===== src/rtl/sio_regs_pkg.sv =====
package sio_regs_pkg;
  localparam int unsigned WORD_BYTES = 4;
  localparam int unsigned BUS_W      = 32;
  localparam int unsigned BE_W       = BUS_W / 8;
  localparam int unsigned FLAG_RX    = 0;
  localparam int unsigned FLAG_TX    = 1;

  typedef enum logic [2:0] {
    SEL_TXD  = 3'd0,
    SEL_RXD  = 3'd1,
    SEL_STAT = 3'd2,
    SEL_RSVD = 3'd3,
    SEL_NONE = 3'd4
  } sel_e;
endpackage


===== src/rtl/sio_bus_decode.sv =====
module sio_bus_decode
  import sio_regs_pkg::*;
#(
  parameter int unsigned ADDR_W       = 8,
  parameter int unsigned WINDOW_BYTES = 24
) (
  input  logic              req,
  input  logic [ADDR_W-1:0] addr,
  input  logic [BE_W-1:0]   be,
  output sel_e              sel,
  output logic              access_ok,
  output logic              access_bad
);
  localparam int unsigned NUM_WORDS = WINDOW_BYTES / WORD_BYTES;
  localparam int unsigned IDX_W     = ADDR_W - 2;

  logic [IDX_W-1:0] idx;
  logic             aligned;
  logic             whole;
  logic             mapped;

  assign idx     = addr[ADDR_W-1:2];
  assign aligned = (addr[1:0] == 2'b00);
  assign whole   = &be;

  always_comb begin
    if (idx == IDX_W'(0))              sel = SEL_TXD;
    else if (idx == IDX_W'(1))         sel = SEL_RXD;
    else if (idx == IDX_W'(2))         sel = SEL_STAT;
    else if (idx < IDX_W'(NUM_WORDS))  sel = SEL_RSVD;
    else                               sel = SEL_NONE;
  end

  assign mapped     = (sel == SEL_TXD) || (sel == SEL_RXD) || (sel == SEL_STAT);
  assign access_ok  = req && aligned && whole && mapped;
  assign access_bad = req && !(aligned && whole && mapped);
endmodule


===== src/rtl/sio_rx_hold.sv =====
module sio_rx_hold #(
  parameter int unsigned BYTE_W = 8
) (
  input  logic              clk,
  input  logic              rst_n,
  input  logic              rx_valid,
  input  logic [BYTE_W-1:0] rx_data,
  output logic              rx_ready,
  input  logic              clr,
  output logic              full,
  output logic [BYTE_W-1:0] hold
);
  logic              full_q;
  logic [BYTE_W-1:0] hold_q;
  logic              take;

  assign rx_ready = !full_q;
  assign take     = rx_valid && rx_ready;

  always_ff @(posedge clk) begin
    if (!rst_n) begin
      full_q <= 1'b0;
      hold_q <= '0;
    end else begin
      if (clr)  full_q <= 1'b0;
      if (take) begin
        full_q <= 1'b1;
        hold_q <= rx_data;
      end
    end
  end

  assign full = full_q;
  assign hold = hold_q;

  AST_RX_CAPTURE: assert property (@(posedge clk) disable iff (!rst_n)
    take |=> (full_q && hold_q == $past(rx_data))) else $error("capture");
  AST_RX_HOLD_STABLE: assert property (@(posedge clk) disable iff (!rst_n)
    (full_q && !clr) |=> (full_q && $stable(hold_q))) else $error("hold");
  AST_RX_NO_TAKE_ON_CLEAR: assert property (@(posedge clk) disable iff (!rst_n)
    (clr && full_q) |=> !full_q) else $error("clear");
endmodule


===== src/rtl/sio_tx_stage.sv =====
module sio_tx_stage #(
  parameter int unsigned BYTE_W = 8
) (
  input  logic              clk,
  input  logic              rst_n,
  input  logic              wr_req,
  input  logic [BYTE_W-1:0] wr_byte,
  output logic              flag,
  output logic              drop,
  output logic              tx_valid,
  output logic [BYTE_W-1:0] tx_data,
  input  logic              tx_ready
);
  logic              valid_q;
  logic [BYTE_W-1:0] data_q;
  logic              accept;

  assign flag   = tx_ready && !valid_q;
  assign accept = wr_req && flag;
  assign drop   = wr_req && !flag;

  always_ff @(posedge clk) begin
    if (!rst_n) begin
      valid_q <= 1'b0;
      data_q  <= '0;
    end else begin
      if (valid_q && tx_ready) valid_q <= 1'b0;
      if (accept) begin
        valid_q <= 1'b1;
        data_q  <= wr_byte;
      end
    end
  end

  assign tx_valid = valid_q;
  assign tx_data  = data_q;

  AST_TX_BACKPRESSURE: assert property (@(posedge clk) disable iff (!rst_n)
    (valid_q && !tx_ready) |=> (valid_q && $stable(data_q))) else $error("txhold");
  AST_TX_LOAD: assert property (@(posedge clk) disable iff (!rst_n)
    accept |=> (valid_q && data_q == $past(wr_byte))) else $error("txload");
  AST_TX_DROP_KEEPS: assert property (@(posedge clk) disable iff (!rst_n)
    (drop && valid_q && !tx_ready) |=> $stable(data_q)) else $error("txdrop");
endmodule


===== src/rtl/sio_regs.sv =====
module sio_regs
  import sio_regs_pkg::*;
#(
  parameter int unsigned ADDR_W       = 8,
  parameter int unsigned WINDOW_BYTES = 24,
  parameter int unsigned BYTE_W       = 8
) (
  input  logic              clk,
  input  logic              rst_n,
  input  logic              bus_req,
  input  logic              bus_we,
  input  logic [ADDR_W-1:0] bus_addr,
  input  logic [BUS_W-1:0]  bus_wdata,
  input  logic [BE_W-1:0]   bus_be,
  output logic [BUS_W-1:0]  bus_rdata,
  output logic              bus_rvalid,
  output logic              bus_err,
  input  logic              rx_valid,
  input  logic [BYTE_W-1:0] rx_data,
  output logic              rx_ready,
  output logic              tx_valid,
  output logic [BYTE_W-1:0] tx_data,
  input  logic              tx_ready
);
  sel_e              sel;
  logic              access_ok, access_bad;
  logic              rd_ok, wr_ok;
  logic              rx_full, tx_flag, tx_drop;
  logic [BYTE_W-1:0] rx_byte;
  logic [BUS_W-1:0]  rd_mux;
  logic [BUS_W-1:0]  status_word;
  logic [BUS_W-1:0]  rdata_q;
  logic              rvalid_q, err_q;

  sio_bus_decode #(.ADDR_W(ADDR_W), .WINDOW_BYTES(WINDOW_BYTES)) u_dec (
    .req(bus_req), .addr(bus_addr), .be(bus_be),
    .sel(sel), .access_ok(access_ok), .access_bad(access_bad)
  );

  assign rd_ok = access_ok && !bus_we;
  assign wr_ok = access_ok && bus_we;

  sio_rx_hold #(.BYTE_W(BYTE_W)) u_rx (
    .clk(clk), .rst_n(rst_n),
    .rx_valid(rx_valid), .rx_data(rx_data), .rx_ready(rx_ready),
    .clr(rd_ok && sel == SEL_RXD), .full(rx_full), .hold(rx_byte)
  );

  sio_tx_stage #(.BYTE_W(BYTE_W)) u_tx (
    .clk(clk), .rst_n(rst_n),
    .wr_req(wr_ok && sel == SEL_TXD), .wr_byte(bus_wdata[BYTE_W-1:0]),
    .flag(tx_flag), .drop(tx_drop),
    .tx_valid(tx_valid), .tx_data(tx_data), .tx_ready(tx_ready)
  );

  always_comb begin
    status_word          = '0;
    status_word[FLAG_RX] = rx_full;
    status_word[FLAG_TX] = tx_flag;
  end

  always_comb begin
    rd_mux = '0;
    if (rd_ok) begin
      case (sel)
        SEL_RXD:  rd_mux = BUS_W'(rx_byte);
        SEL_STAT: rd_mux = status_word;
        default:  rd_mux = '0;
      endcase
    end
  end

  always_ff @(posedge clk) begin
    if (!rst_n) begin
      rdata_q  <= '0;
      rvalid_q <= 1'b0;
      err_q    <= 1'b0;
    end else begin
      rvalid_q <= bus_req && !bus_we;
      err_q    <= access_bad || tx_drop;
      if (bus_req && !bus_we) rdata_q <= rd_mux;
    end
  end

  assign bus_rdata  = rdata_q;
  assign bus_rvalid = rvalid_q;
  assign bus_err    = err_q;

  AST_RVALID_AFTER_READ: assert property (@(posedge clk) disable iff (!rst_n)
    bus_rvalid |-> $past(bus_req && !bus_we)) else $error("rvalid");
  AST_ERR_AFTER_REQ: assert property (@(posedge clk) disable iff (!rst_n)
    bus_err |-> $past(bus_req)) else $error("err");
  AST_STAT_NO_SIDE_EFFECT: assert property (@(posedge clk) disable iff (!rst_n)
    (rd_ok && sel == SEL_STAT && rx_full) |=> rx_full) else $error("stat");
  AST_BAD_KEEPS_RX: assert property (@(posedge clk) disable iff (!rst_n)
    (access_bad && rx_full) |=> rx_full) else $error("bad");
endmodule


===== config.mk =====
export PLATFORM = sky130hd
export DESIGN_NAME = sio_regs
export DESIGN_NICKNAME = d
export VERILOG_FILES = /design/src/rtl/sio_regs_pkg.sv /design/src/rtl/sio_bus_decode.sv /design/src/rtl/sio_rx_hold.sv /design/src/rtl/sio_tx_stage.sv /design/src/rtl/sio_regs.sv
export SDC_FILE = /design/constraint.sdc
export NUM_CORES = 1
export LEC_CHECK = 0
export BUFFER_PORTS_ARGS = -buffer_cell sky130_fd_sc_hd__buf_2
export CAP_MARGIN = 20
export CORE_MARGIN = 2
export CORE_UTILIZATION = 44
export CTS_CLUSTER_DIAMETER = 150
export DETAILED_ROUTE_END_ITERATION = 10
export GPL_ROUTABILITY_DRIVEN = 0
export GPL_TIMING_DRIVEN = 0
export PLACE_DENSITY_LB_ADDON = 0.2
export SLEW_MARGIN = 30
export SYNTH_ARGS = -nofsm -noshare
export SYNTH_HDL_FRONTEND = slang
export SYNTH_HIERARCHICAL = 1
export SYNTH_SLANG_ARGS = --single-unit
export TNS_END_PERCENT = 20

===== constraint.sdc =====
create_clock -name clk -period 2.6 [get_ports clk]
set_input_delay 0.39 -clock clk [delete_from_list [all_inputs] [get_ports clk]]
set_output_delay 0.39 -clock clk [all_outputs]
set_load 0.01 [all_outputs]

---- After elaboration in Yosys (flattened, before gate mapping) ----
Index checks and enable logic that the tools add are counted.
cells by class
  order comparisons ....................... 1
  equal/unequal tests ..................... 4
  mux-type cells .......................... 10
  reductions and logical operators ........ 30
operators with widths
  kind                number
  $logic_and 1x1->1   16
  $pmux 8 s2          1
  $mux 3              4
  $mux 8              1
  $eq 6x1->1 const B  1
  $eq 6x2->1 const B  1
  $logic_not 6->1     1
  $lt 6x3->1 const B  1
  $logic_not 1->1     5
  $mux 1              4
  $reduce_and 4->1    1
  $reduce_bool 2->1   2
  $eq 3x1->1 const B  1
  $eq 3x2->1 const B  1
  $logic_not 3->1     1
  $logic_or 1x1->1    3
  $logic_not 2->1     1
word-level totals
  register bits ........................... 52
  bits of input ports ..................... 58
  output and inout bits ................... 44
  logic and storage cells ................. 52

---- Depth between registers and ports, before layout ----
Gate-level depths: netlist of run 1.
  depth in word-level cells ............... 13
  depth in mapped cells ................... 8
  mapped depth without buffers ............ 8

---- Cells and area by module ----
Netlist of run 1, hierarchy kept.
modules (own cells, without submodules)
  module          times used  cells an instance  area an instance (um^2)  sequential area each (um^2)
  sio_regs        1           73                 658.1                    200.2
  sio_tx_stage    1           41                 380.4                    180.2
  sio_rx_hold     1           40                 376.6                    180.2
  sio_bus_decode  1           13                 85.1                     0.0

---- Worst setup path before layout of run 1 ----
OpenSTA, ideal clock, no wires.
  kind .................................... input-to-reg
  start ................................... input port bus_addr[7]
  end ..................................... register u_tx.data_q[0] (netlist: u_tx/tx_data[0])
  setup time .............................. 0.072 ns
  arrival ................................. 1.841 ns
  data required time ...................... 2.528 ns
  path slack .............................. 0.687 ns
  cell stages on the path ................. 8
  path buffers ............................ 1
  path through ............................ nor4b_1 nand4_1 nor2_1 nor3b_2 and3b_1 and3b_1 buf_6 mux2i_1
between the ends
  longest elaborated chain between the ends .. 12
  elaborated cells on any way between the ends .. 17
  those cells by class .................... 1 x order compare; 4 x eq/ne; 4 x mux; 8 x reduce/logical
ends and longest elaborated chain
  item                                                  RTL line              RTL
  start, declared                                       sio_regs.sv:12        input logic [ADDR_W-1:0] bus_addr,
  $lt 6x3->1                                            sio_bus_decode.sv:30  else if (idx < IDX_W'(NUM_WORDS)) sel = SEL_RSVD;
  $mux 3                                                sio_bus_decode.sv:30
  $mux 3                                                sio_bus_decode.sv:29  else if (idx == IDX_W'(2)) sel = SEL_STAT;
  $mux 3                                                sio_bus_decode.sv:28  else if (idx == IDX_W'(1)) sel = SEL_RXD;
  $mux 3 (*)                                            sio_bus_decode.sv:27  if (idx == IDX_W'(0)) sel = SEL_TXD;
  $eq 3x1->1 / $logic_not 3->1 (equally long branches)  sio_bus_decode.sv:34  assign mapped = (sel == SEL_TXD) || (sel == SEL_RXD) || (sel == SEL_STAT);
  $logic_or 1x1->1                                      sio_bus_decode.sv:34
  $logic_or 1x1->1 (*)                                  sio_bus_decode.sv:34
  $logic_and 1x1->1 (*)                                 sio_bus_decode.sv:35  assign access_ok = req && aligned && whole && mapped;
  named net access_ok                                   sio_regs.sv:26        logic access_ok, access_bad;
  $logic_and 1x1->1 (*)                                 sio_regs.sv:41        assign wr_ok = access_ok && bus_we;
  $logic_and 1x1->1 (*)                                 sio_regs.sv:51        .wr_req(wr_ok && sel == SEL_TXD), .wr_byte(bus_wdata[BYTE_W-1:0]),
  $logic_and 1x1->1 (*)                                 sio_tx_stage.sv:19    assign accept = wr_req && flag;
  end signal, assigned                                  sio_tx_stage.sv:30    data_q <= wr_byte;
  end, declared                                         sio_tx_stage.sv:15    logic [BYTE_W-1:0] data_q;
Mark *: on every way through the listed nets, which the timed path passes. The rest lies on a longest branch.
A chain may end at the register's enable or synchronous reset.

---- Worst setup path in the final report of run 1 ----
  start ................................... input port bus_addr[7]
  end ..................................... register u_tx.data_q[1] (netlist: u_tx/tx_data[1])
Same word-level chain as after synthesis.

==> impl_metrics.json, run 1 <==
{
  "status": "complete, no violations",
  "clkTransAtPathRegs_ps": 140,
  "htree_levels": 1,
  "slew_headroom_pct": 66.0,
  "rsz0062_at_grt": "false",
  "whs_path_depth": 3,
  "viasPerCell": 4.21,
  "ys_types": 31,
  "drc": 0,
  "total_power_uw": 752,
  "worst-path-buf-inv": 2,
  "cts_resized": 0,
  "synthArstFlopShare_pct": 0,
  "p_per_area_nw_per_um2": 390,
  "worst-path-stages": 9,
  "finalSetupViolCount": 0,
  "yosysMostFrequentCell": "nand2_1",
  "synth_top_area_share_pct": 37.4,
  "die_w_um": 62.4,
  "worstSetupStartpointType": "input port",
  "cts_root_buf": "clkbuf_4",
  "reg2reg_depth": 3,
  "cts_buffers": 3,
  "fp.dieArea_um2": 3890,
  "fp.dieH_um": 62.4,
  "cp_data_arrival_time_ps": 2160,
  "critPathMaxFanout": 9,
  "cts_hold_buf": 0,
  "synth.area.top_cells": "dfxtp_1, buf_4, mux2i_1, nand2_1, buf_6",
  "place_hpwl_um": 2330,
  "num_rows": 21,
  "synth_top_cells_by_count": "nand2_1, dfxtp_1, buf_4",
  "worstHoldStart": "bus_wdata[0]",
  "overflow": 0,
  "seq_area_frac_synth_pct": 37.4,
  "clock_latency_ps": 310,
  "cp_data_required_time_ps": 2860,
  "clockBufferDepth": 2,
  "hold_class": "input port to flop",
  "critical_path.top_delay_family": "simple AND/OR/NAND/NOR gates",
  "cts_setup_buffers": 0,
  "port_buffers": 52,
  "ant_nets": 0,
  "fmax_mhz": 524,
  "synth_enable_flop_cells": 0,
  "r2r-start": "u_tx/tx_valid",
  "vias": 1226,
  "criticalPathCategory": "input port to flop",
  "fin_tns_setup_ps": 0,
  "path_cells": "buf_2 -> nor4b_1 -> nand4_1 -> nor2_1 -> nor3b_2 -> and3b_1 -> and3b_1 -> buf_6 -> mux2i_1",
  "drt_first_pass_iters": 4,
  "diodes": 0,
  "syn_inst": 167,
  "cts_tree": "done",
  "final_nets": 305,
  "netlist_area_um2": 1500,
  "period_needed_ps": 1910,
  "grt_pass1_wl_um": 4800,
  "routedWlPerCell_um": 9.68,
  "power.static_leakage_uw": 0.000960,
  "antenna_found_initial": 0,
  "numClockSinks": 28,
  "tightest_slew_ps": 506,
  "finalCritPeriodShare_pct": 73.3,
  "cp_common_cell": "and3b_1",
  "fin_skew_ps": 4.61,
  "cpPeakStageDelay_ps": 310,
  "start_util_pct": 45.3,
  "ios": 102,
  "synth_warnings": 6,
  "report.final.slew_viol_count": 0,
  "maxCapViolCount": 0,
  "startpoint": "bus_addr[7]",
  "drive_gt1_share_pct": 39.6,
  "yosys.area.top_type": "dfxtp_1",
  "ir_drop_v": 0.000295,
  "area_growth_pct": 28.4,
  "core_area_um2": 3310,
  "hold_viol": 0,
  "ys_ff_latch": 28,
  "synth_area_per_cell_um2": 8.98,
  "grt_usage_pct": 14.8,
  "cp_slowest_cell": "nor4b_1",
  "routed_wl_um": 2820,
  "endpoint_kind": "flop",
  "grt_max_degree": 15,
  "grt_pass1_vias": 1170,
  "initialDrtViolationCount": 50,
  "synthFlopType": "dfxtp_1"
}
==> sequential cells by signal, summed over array words and instances (netlist names) <==
signal,cells
bus_err,1
bus_rdata,8
bus_rvalid,1
u_rx/full,1
u_rx/hold,8
u_tx/tx_data,8
u_tx/tx_valid,1
==> final cells by class <==
cell class | count | area, µm²
repair buffers | 52 | 260
clock buffers | 3 | 22.5
plain buffers | 34 | 282
flip-flops and latches | 28 | 561
well taps | 46 | 57.6
inverters | 2 | 7.51
fillers | 349 | 1380
multi-input cells | 126 | 737
==> layout by cell type, fill, tap and decap left out, drive strengths merged, types with 2 or more instances in the layout <==
master	n
a22oi	2
and2	2
and3b	2
buf	86
clkbuf	3
conb	24
dfxtp	28
inv	2
mux2i	16
nand2	43
nand3	6
nor2	4
nor2b	7
o21a	2
o22ai	8
==> worst min-delay path, stage by stage <==
cell	delay [ps]
buf_2	90
nand2_1	40
mux2i_1	50
==> routing by layer <==
layer  share of wire (%)  global-route usage [%]
met1                  44                    17.9
met2                  49                    26.2
met3                 6.4                    4.50
met4                0.46                    2.50
met5                   0                       0
==> kinds of logic after synthesis <==
logic type	after synthesis	synth area share (%)
simple gates	71	24.7
buf+inv	36	19.3
flops	28	37.4
mux	16	10.7
compound gates	14	7.17
xor+xnor	1	0.584
other cells	1	0.250
==> through the flow <==
| stage | util, % | hold slack (ps) | setup WS [ps] | instance area [µm²] | instances |
|---|---|---|---|---|---|
| 4_1_cts | 58.2 | 284 | 695 | 1930 | 291 |
| 3_3_place_gp | 57.5 | 440 | 360 | 1900 | 288 |
| 5_1_grt | 58.2 | 273 | 545 | 1930 | 291 |
| 2_1_floorplan | - | 435 | 687 | 1590 | 190 |
| 6_report | 58.2 | 300 | 693 | 1930 | 291 |
| 3_5_place_dp | 57.5 | 448 | 353 | 1900 | 288 |
==> path summary, 6_finish.rpt <==
check                     to  slack (ps)
max          u_tx/tx_data[1]         690
min          u_tx/tx_data[0]         300
max reg2reg     bus_rdata[1]        1610
min reg2reg  u_tx/tx_data[7]         460
==> power by group <==
part,internal (µW),total [µW],switching [µW]
clock network,54.2,168,114
registers,439,446,6.11
logic,73.1,138,65.1
total,567,752,185
Power figures use the tool's default switching activity.
==> run 2, diff against run 1 <==
- CORE_UTILIZATION: 44 -> 37
- clock period: 2.6 -> 1.6 ns (I/O delays scaled with it)
==> run 2 against run 1 <==
  * The run now ends with setup timing left
  * Clock power grew to 2.6 times the previous value
  * Wire length rose by 4.5%
  * Clock-buffer cell count grew 1
  * Sequential cell count unchanged
  * Global-route usage is 2.0 points lower
  * Via count grew 2.1%
  * Clock skew decreased by 2.2 ps
  * Register-to-register slack lost 990 ps
  * Worst setup slack got worse by 710 ps
  * Largest cell class unchanged
  * Largest power group unchanged
  * Highest routed layer unchanged
==> impl_metrics.json, run 2 (synthesized netlist as in run 1, its figures left out) <==
{
  "final_nets": 307,
  "start_util_pct": 38.1,
  "slew_headroom_pct": 65.0,
  "mostFrequentLayoutCell": "buf_2",
  "grt_pass1_wl_um": 4490,
  "fin_ws_ps": -14.2,
  "report.final.slew_viol_count": 0,
  "port_buffers": 52,
  "p_per_area_nw_per_um2": 692,
  "tightest_slew_ps": 520,
  "vias": 1252,
  "cp_data_required_time_ps": 1800,
  "grt_pass1_vias": 1072,
  "ant_nets": 0,
  "cts_hold_buf": 0,
  "routed_wl_um": 2950,
  "hold_class": "input port to flop",
  "fmax_mhz": 620,
  "pwr-share-comb_pct": 16.6,
  "ios": 102,
  "drt_first_pass_iters": 4,
  "period_needed_ps": 1610,
  "total_power_uw": 1380,
  "clock_latency_ps": 270,
  "grt_usage_pct": 12.8,
  "pwr-share-seq_pct": 52.3,
  "fin_tns_setup_ps": -19.1,
  "worstSetupStartpointType": "input port",
  "cp_data_arrival_time_ps": 1820,
  "fp.dieH_um": 67.7,
  "ir_drop_v": 0.000365,
  "status": "finished, violations left",
  "pwr-share-clk_pct": 31.1,
  "hold_viol": 0,
  "cts_root_buf": "clkbuf_8",
  "criticalPathCategory": "input port to flop",
  "rsz0062_at_grt": "true",
  "p_sw_share_pct": 23.9,
  "diodes": 0,
  "die_w_um": 67.7,
  "cts_tree": "done",
  "critPathMaxFanout": 9,
  "antenna_found_initial": 0,
  "fin_skew_ps": 2.38,
  "place_hpwl_um": 2330,
  "hold_ws_ps": 204,
  "routedWlPerCell_um": 9.88,
  "clkTransAtPathRegs_ps": 90,
  "switchingPower_uw": 331,
  "power.static_leakage_uw": 0.000992,
  "fin_util_pct": 50.7,
  "htree_levels": 1,
  "drive_gt1_share_pct": 41.5,
  "num_rows": 23,
  "core_area_um2": 3940,
  "numClockSinks": 28,
  "final_cell_mix": "buf_2, nand2_1, buf_4, dfxtp_1, conb_1",
  "overflow": 0,
  "maxCapViolCount": 0,
  "violations": "setup timing",
  "endpoint_kind": "flop",
  "viasPerCell": 4.20,
  "p_int_uw": 1050,
  "initialDrtViolationCount": 58,
  "area_growth_pct": 33.3,
  "finalSetupViolCount": 2,
  "finalCritPeriodShare_pct": 101,
  "fp.dieArea_um2": 4580,
  "drc": 0,
  "cts_buffers": 3,
  "clockBufferDepth": 2,
  "grt_max_degree": 16
}
[run 2: power groups by stage]
stage | registers [µW] | clock network (µW) | logic, µW
6_report | 724 | 431 | 230
5_1_grt | 725 | 476 | 254
4_1_cts | 724 | 446 | 228
3_5_place_dp | 740 | 0 | 227
3_3_place_gp | 740 | 0 | 226
2_1_floorplan | 738 | 0 | 162
[run 2: path summary, 6_finish.rpt]
check	from	end	slack, ps	cells after the start
worst max-delay path	bus_addr[7]	u_tx/tx_data[5]	-10	9
worst min-delay path	bus_wdata[1]	u_tx/tx_data[1]	200	3
worst max register to register	u_tx/tx_valid	u_tx/tx_data[5]	620	3
worst min register to register	u_tx/tx_data[6]	u_tx/tx_data[6]	460	2
[run 2: final cells by class]
class | count | area, µm²
plain buffers | 34 | 282
clock buffers | 4 | 55.1
fillers | 403 | 1940
inverters | 2 | 7.51
multi-input cells | 126 | 757
flip-flops and latches | 28 | 561
well taps | 50 | 62.6
repair buffers | 54 | 275
[run 2: per-stage QoR]
stage / cell area, µm² / std cells / setup slack (ps)
floorplan: 1600 / 190 / -108
global placement: 1930 / 292 / -412
detailed placement: 1930 / 292 / -411
CTS: 2000 / 298 / 6.28
global route: 2000 / 298 / -155
finish: 2000 / 298 / -14.2
[run 2: worst max-delay path, stage by stage]
cell and delay [ps]:
buf_2 130, nor4b_4 260, nand4_1 150, nor2_2 120, nor3b_2 190, and3b_1 190, and3b_1 170, buf_6 160
mux2i_1 200
[run 2: routing by layer]
layer | track usage [%] | wire [µm]
met1 | 17.0 | 1350
met2 | 19.5 | 1250
met3 | 4.33 | 331
met4 | 3.83 | 12
met5 | 0 | 0
[run 2: repair_timing]
item / 4_1_cts / 5_1_grt
pin swaps: 2 / 0
buffers inserted: 2 / 0
setup endpoints to repair: 9 / 9
gates resized for setup: 1 / 0
